==> config.mk <==
export PLATFORM = sky130hd
export DESIGN_NAME = mi_home_dir
export DESIGN_NICKNAME = d
export VERILOG_FILES = /design/src/rtl/mi_dir_pkg.sv /design/src/rtl/mi_owner_table.sv /design/src/rtl/mi_dir_arb.sv /design/src/rtl/mi_home_dir.sv
export SDC_FILE = /design/constraint.sdc
export NUM_CORES = 1
export LEC_CHECK = 0
export CORE_ASPECT_RATIO = 1.75
export CORE_UTILIZATION = 42
export DETAILED_ROUTE_END_ITERATION = 8
export PLACE_DENSITY_LB_ADDON = 0.2
export SYNTH_ARGS = -nofsm -noshare
export SYNTH_HDL_FRONTEND = slang
export SYNTH_SLANG_ARGS = --single-unit
==> constraint.sdc <==
create_clock -name clk -period 4.1 [get_ports clk]
set_clock_uncertainty 0.15 [all_clocks]
set_input_delay 0.615 -clock clk [delete_from_list [all_inputs] [get_ports clk]]
set_output_delay 0.615 -clock clk [all_outputs]
set_load 0.01 [all_outputs]
==> src/rtl/mi_dir_pkg.sv <==
package mi_dir_pkg;

    typedef enum logic [2:0] {
        RK_DATA = 3'd0,
        RK_FWD  = 3'd1,
        RK_ACK  = 3'd2,
        RK_NACK = 3'd3,
        RK_INV  = 3'd4
    } rsp_kind_e;

    typedef enum logic [1:0] {
        ST_IDLE = 2'd0,
        ST_EXEC = 2'd1,
        ST_MEMW = 2'd2,
        ST_INVW = 2'd3
    } dir_state_e;

endpackage

==> src/rtl/mi_owner_table.sv <==
module mi_owner_table #(
    parameter  int BLOCKS = 16,
    parameter  int NODES  = 4,
    localparam int AW     = $clog2(BLOCKS),
    localparam int NW     = $clog2(NODES)
) (
    input  logic          clk,
    input  logic          rst_n,
    input  logic [AW-1:0] rd_addr,
    output logic          rd_vld,
    output logic [NW-1:0] rd_node,
    input  logic          wr_en,
    input  logic [AW-1:0] wr_addr,
    input  logic          wr_vld,
    input  logic [NW-1:0] wr_node
);

    logic [BLOCKS-1:0] vld_q;
    logic [NW-1:0]     node_q [BLOCKS];

    for (genvar i = 0; i < BLOCKS; i++) begin : g_ent
        always_ff @(posedge clk) begin
            if (!rst_n) begin
                vld_q[i]  <= 1'b0;
                node_q[i] <= '0;
            end else if (wr_en && wr_addr == AW'(i)) begin
                vld_q[i]  <= wr_vld;
                node_q[i] <= wr_node;
            end
        end
    end

    assign rd_vld  = vld_q[rd_addr];
    assign rd_node = node_q[rd_addr];

endmodule

==> src/rtl/mi_dir_arb.sv <==
module mi_dir_arb (
    input  logic idle,
    input  logic req_valid,
    input  logic dma_valid,
    output logic req_ready,
    output logic dma_ready,
    output logic take_req,
    output logic take_dma
);

    assign req_ready = idle;
    assign dma_ready = idle & ~req_valid;
    assign take_req  = req_valid & req_ready;
    assign take_dma  = dma_valid & dma_ready;

endmodule

==> src/rtl/mi_home_dir.sv <==
module mi_home_dir
    import mi_dir_pkg::*;
#(
    parameter  int BLOCKS = 16,
    parameter  int NODES  = 4,
    parameter  int DW     = 32,
    localparam int AW     = $clog2(BLOCKS),
    localparam int NW     = $clog2(NODES)
) (
    input  logic          clk,
    input  logic          rst_n,
    input  logic          req_valid,
    output logic          req_ready,
    input  logic          req_wb,
    input  logic [AW-1:0] req_addr,
    input  logic [NW-1:0] req_node,
    input  logic [DW-1:0] req_data,
    input  logic          dma_valid,
    output logic          dma_ready,
    input  logic          dma_write,
    input  logic [AW-1:0] dma_addr,
    input  logic [DW-1:0] dma_data,
    output logic          rsp_valid,
    output logic [2:0]    rsp_kind,
    output logic [NW-1:0] rsp_node,
    output logic [NW-1:0] rsp_src,
    output logic [AW-1:0] rsp_addr,
    output logic [DW-1:0] rsp_data,
    input  logic          own_valid,
    input  logic [DW-1:0] own_data,
    output logic          mem_req_valid,
    output logic          mem_req_write,
    output logic [AW-1:0] mem_req_addr,
    output logic [DW-1:0] mem_req_data,
    input  logic          mem_rsp_valid,
    input  logic [DW-1:0] mem_rsp_data,
    output logic          dma_rsp_valid,
    output logic [DW-1:0] dma_rsp_data
);

    dir_state_e    state, nxt;
    rsp_kind_e     kind;
    logic          take_req, take_dma;
    logic          cur_dma, cur_wb, cur_write;
    logic [AW-1:0] cur_addr;
    logic [NW-1:0] cur_node;
    logic [DW-1:0] cur_data;
    logic          own_vld;
    logic [NW-1:0] own_node;
    logic          tbl_we, tbl_vld;
    logic [NW-1:0] tbl_node;

    mi_dir_arb u_arb (
        .idle      (state == ST_IDLE),
        .req_valid (req_valid),
        .dma_valid (dma_valid),
        .req_ready (req_ready),
        .dma_ready (dma_ready),
        .take_req  (take_req),
        .take_dma  (take_dma)
    );

    mi_owner_table #(.BLOCKS(BLOCKS), .NODES(NODES)) u_tbl (
        .clk     (clk),
        .rst_n   (rst_n),
        .rd_addr (cur_addr),
        .rd_vld  (own_vld),
        .rd_node (own_node),
        .wr_en   (tbl_we),
        .wr_addr (cur_addr),
        .wr_vld  (tbl_vld),
        .wr_node (tbl_node)
    );

    // State register and captured request
    always_ff @(posedge clk) begin
        if (!rst_n) begin
            state     <= ST_IDLE;
            cur_dma   <= 1'b0;
            cur_wb    <= 1'b0;
            cur_write <= 1'b0;
            cur_addr  <= '0;
            cur_node  <= '0;
            cur_data  <= '0;
        end else begin
            state <= nxt;
            if (take_req || take_dma) begin
                cur_dma   <= take_dma;
                cur_wb    <= req_wb;
                cur_write <= dma_write;
                cur_addr  <= take_req ? req_addr : dma_addr;
                cur_node  <= req_node;
                cur_data  <= take_req ? req_data : dma_data;
            end
        end
    end

    // Outputs, table updates and next state
    always_comb begin
        nxt           = state;
        rsp_valid     = 1'b0;
        kind          = RK_DATA;
        rsp_node      = '0;
        rsp_src       = '0;
        rsp_data      = '0;
        mem_req_valid = 1'b0;
        mem_req_write = 1'b0;
        mem_req_data  = '0;
        dma_rsp_valid = 1'b0;
        dma_rsp_data  = '0;
        tbl_we        = 1'b0;
        tbl_vld       = 1'b0;
        tbl_node      = '0;
        unique case (state)
            ST_IDLE: begin
                if (take_req || take_dma) nxt = ST_EXEC;
            end
            ST_EXEC: begin
                nxt = ST_IDLE;
                if (cur_dma) begin
                    if (own_vld) begin
                        rsp_valid = 1'b1;
                        kind      = RK_INV;
                        rsp_node  = own_node;
                        nxt       = ST_INVW;
                    end else if (cur_write) begin
                        mem_req_valid = 1'b1;
                        mem_req_write = 1'b1;
                        mem_req_data  = cur_data;
                        dma_rsp_valid = 1'b1;
                    end else begin
                        mem_req_valid = 1'b1;
                        nxt           = ST_MEMW;
                    end
                end else if (!cur_wb) begin
                    if (own_vld) begin
                        rsp_valid = 1'b1;
                        kind      = RK_FWD;
                        rsp_node  = own_node;
                        rsp_src   = cur_node;
                        tbl_we    = 1'b1;
                        tbl_vld   = 1'b1;
                        tbl_node  = cur_node;
                    end else begin
                        mem_req_valid = 1'b1;
                        nxt           = ST_MEMW;
                    end
                end else begin
                    rsp_valid = 1'b1;
                    rsp_node  = cur_node;
                    if (own_vld && own_node == cur_node) begin
                        kind          = RK_ACK;
                        mem_req_valid = 1'b1;
                        mem_req_write = 1'b1;
                        mem_req_data  = cur_data;
                        tbl_we        = 1'b1;
                    end else begin
                        kind = RK_NACK;
                    end
                end
            end
            ST_MEMW: begin
                if (mem_rsp_valid) begin
                    nxt = ST_IDLE;
                    if (cur_dma) begin
                        dma_rsp_valid = 1'b1;
                        dma_rsp_data  = mem_rsp_data;
                    end else begin
                        rsp_valid = 1'b1;
                        kind      = RK_DATA;
                        rsp_node  = cur_node;
                        rsp_data  = mem_rsp_data;
                        tbl_we    = 1'b1;
                        tbl_vld   = 1'b1;
                        tbl_node  = cur_node;
                    end
                end
            end
            ST_INVW: begin
                if (own_valid) begin
                    nxt           = ST_IDLE;
                    mem_req_valid = 1'b1;
                    mem_req_write = 1'b1;
                    mem_req_data  = cur_write ? cur_data : own_data;
                    dma_rsp_valid = 1'b1;
                    dma_rsp_data  = cur_write ? '0 : own_data;
                    tbl_we        = 1'b1;
                end
            end
            default: nxt = ST_IDLE;
        endcase
    end

    assign rsp_kind     = kind;
    assign rsp_addr     = cur_addr;
    assign mem_req_addr = cur_addr;


    stall_hold_chk: assert property (@(posedge clk) disable iff (!rst_n)
        (state != ST_IDLE) |-> (!req_ready && !dma_ready));


    nack_no_write_chk: assert property (@(posedge clk) disable iff (!rst_n)
        (rsp_valid && rsp_kind == 3'd3) |-> !mem_req_valid);


    ack_with_write_chk: assert property (@(posedge clk) disable iff (!rst_n)
        (rsp_valid && rsp_kind == 3'd2) |-> (mem_req_valid && mem_req_write));


    fwd_no_mem_chk: assert property (@(posedge clk) disable iff (!rst_n)
        (rsp_valid && rsp_kind == 3'd1) |-> !mem_req_valid);


    inv_then_wait_chk: assert property (@(posedge clk) disable iff (!rst_n)
        (rsp_valid && rsp_kind == 3'd4) |=> (!req_ready && !dma_ready));


    cache_first_chk: assert property (@(posedge clk) disable iff (!rst_n)
        (req_valid && dma_valid) |-> !dma_ready);

endmodule

==> impl_metrics.json <==
{
  "period_needed_ns": 4.01,
  "synthCells": 629,
  "cp.buffers_inverters": 2,
  "synth_most_common_cell": "nand2_1",
  "relSlewSlack_pct": 48.4,
  "reg2reg_to": "u_tbl.node_q[7][1]",
  "clock_latency_ns": 0.35,
  "port_buffers": 262,
  "die_w_um": 90.2,
  "wire_per_inst_um": 22.2,
  "crit_chain": "mux4_2 -> mux4_2 -> o21ai_0 -> a32o_1 -> buf_12 -> a22o_1 -> clkdlybuf4s50_1",
  "finalWirelength_um": 23100,
  "first_iter_violations": 469,
  "synth_edf_count": 32,
  "synth.distinct_cells": 45,
  "min-delay-start": "u_tbl.vld_q[10]",
  "cp_data_required_time_ns": 3.34,
  "synthArstFlopShare_pct": 0,
  "cp-start-kind": "flip-flop",
  "initial_core_util_pct": 42.8,
  "cts.path.max_buffers": 2,
  "ir_drop_mv": 0.206,
  "grtUsageMet3_pct": 4.32,
  "top_usage_layer": "met2",
  "cts_sinks": 95,
  "cp_max_fo": 32,
  "multiInputGateArea_mm2": 0.00327,
  "whs_ns": 0.319,
  "max_cap_viol_count": 0,
  "hold_viol_final": 0,
  "rr_worst_depth": 8,
  "drive_gt1_share_pct": 9.72,
  "place_congestion": 0.956,
  "grt_overflow": 0,
  "routed-via-count": 5993,
  "nNetsFinal": 1009,
  "synth_area_mm2": 0.00572,
  "regToRegSetupSlack_ns": 0.91,
  "syn_nets": 779,
  "h-tree-depth": 3,
  "netlist.area_leader.share_pct": 22.0,
  "critPathSlowestCell": "mux4_2",
  "worstSetupEndpointType": "output port",
  "coreArea_mm2": 0.0134,
  "cts.clk_slew.worst_paths_ns": 0.07,
  "viasPerCell": 5.77,
  "status": "completed",
  "fmax_mhz": 249,
  "cp_common_cell": "mux4_2",
  "dieArea_mm2": 0.0141,
  "setup_violations": 0,
  "min_to": "u_tbl.vld_q[10]",
  "p_leak_nw": 3.60,
  "cp_slowest_stage_delay_ns": 0.58,
  "synth_area_leaders": "dfxtp_1 22%, edfxtp_1 17%, a22o_1 9.8%, nand3_1 6.9%, o211a_1 6.1%",
  "critPathTopFamily": "multiplexers",
  "power.density_mw_per_mm2": 304,
  "met1_usage_pct": 35.3,
  "ios": 263,
  "yosysSeqAreaShare_pct": 38.8,
  "cp_data_arrival_time_ns": 3.25,
  "ys.flop_type": "dfxtp_1",
  "power_mw": 2.68,
  "grt_usage_pct": 32.1,
  "seqCellArea_mm2": 0.00223,
  "ys_ff_latch": 95,
  "maxSlewViolCount": 0,
  "hold_depth": 2,
  "rows": 56,
  "fin_crit_sh_pct": 97.8,
  "grt_pass1_wl_um": 34000,
  "die_h_um": 156,
  "critical_path_class": "reg -> out",
  "synth_commonest_cells": "91 x nand2_1, 79 x nand3_1, 64 x a22o_1",
  "grt_pass1_vias": 6132,
  "hpwl_um": 18200,
  "synth-warning-count": 0,
  "yosysTopAreaCell": "dfxtp_1",
  "dr.pass1.iters": 5,
  "hp-class": "reg -> reg",
  "synth.avg_cell_area_um2": 9.10,
  "antenna_found_initial": 0,
  "use_met2_pct": 59.3,
  "num-fill-cells": 1089,
  "grt_max_degree": 52,
  "cts_buffers": 9,
  "tightest_slew_ns": 0.774,
  "antenna_left": 0,
  "area_growth_pct": 54.0,
  "cts-root-buf": "clkbuf_16",
  "tns_ns": 0,
  "cts_tree": "done",
  "drc": 0,
  "insertedDiodeCount": 0
}
sequential cells by signal, summed over array words and instances, names as in the netlist, named ones only:
register and flops:
u_tbl.vld_q 16, u_tbl.node_q 32, cur_data 32, cur_node 2, state 2, mem_req_addr 4
cur_write 1, cur_dma 1, cur_wb 1
stage by stage:
step,setup WS (ns),util (%),cell area (um^2),instances
floorplan,0.933,-,5720,629
detailed placement,0.133,63.1,8450,1018
CTS,0.00482,65.3,8740,1034
finish,0.0898,65.9,8810,1038
global placement,0.286,63.1,8450,1018
global route,-0.0369,65.9,8810,1038
cell type report:
cell class,instances,area share (%)
clock buffer,9,2.56
clock inverter,7,0.596
inverter,6,0.256
multi-input combinational,468,37.1
sequential,95,25.3
tap,174,2.47
timing repair buffer,279,31.7
timing repair:
action,4_1_cts,5_1_grt
gates resized for setup,6,7
setup buffers,0,4
hold buffers,0,0
endpoints found under the setup margin,32,32
gates cloned,0,0
layer usage:
layer  vias up  routed length (um)
li1       2736                   -
met1      2866                8190
met2       324               12100
met3        67                1560
met4         0                1230
met5         -                   0
worst max-delay path by stage:
stage                    start               end  slack [ns]  depth (start not counted)
6_report       mem_req_addr[1]   mem_req_data[4]        0.09                          7
5_1_grt              flip-flop  mem_req_data[31]       -0.04                          9
4_1_cts              flip-flop  mem_req_data[31]       0.005                          9
3_5_place_dp         flip-flop  mem_req_data[28]        0.13                          9
3_3_place_gp         flip-flop   mem_req_data[2]        0.29                          9
2_1_floorplan        flip-flop  mem_req_data[10]        0.93                          9
placed cells by master (no fill, tap or decap), types with 7 or more instances in the layout:
cell	n
a22o_1	64
clkbuf_16	9
nand2_1	91
and2_1	35
nor2b_1	7
mux2i_1	23
mux4_2	12
edfxtp_1	32
dfxtp_1	59
clkdlybuf4s50_1	261
nand3_1	79
buf_4	13
nand2_2	16
o211a_1	35
nor2_1	44
worst min-delay path, stage by stage (launching register included):
cell and delay, ns:
dfxtp_1 0.31, nand2_1 0.05, mux2i_1 0.06
kinds of logic after synthesis:
| logic type | synth area share (%) |
|---|---|
| AND/OR/NAND/NOR | 25.9 |
| AO/OA/AOI/OAI | 19.8 |
| flip-flops | 38.8 |
| buffers and inverters | 5.01 |
| multiplexers | 9.16 |
| adder cells (fa/ha/maj) | 0.875 |
| XOR/XNOR | 0.437 |
power by group:
group          switching (mW)  internal (mW)  leakage [nW]
clock network           0.376          0.417         0.133
registers              0.0886           1.06         0.851
logic                   0.370          0.367          2.61
No activity file was read; power rests on OpenSTA's default activity.
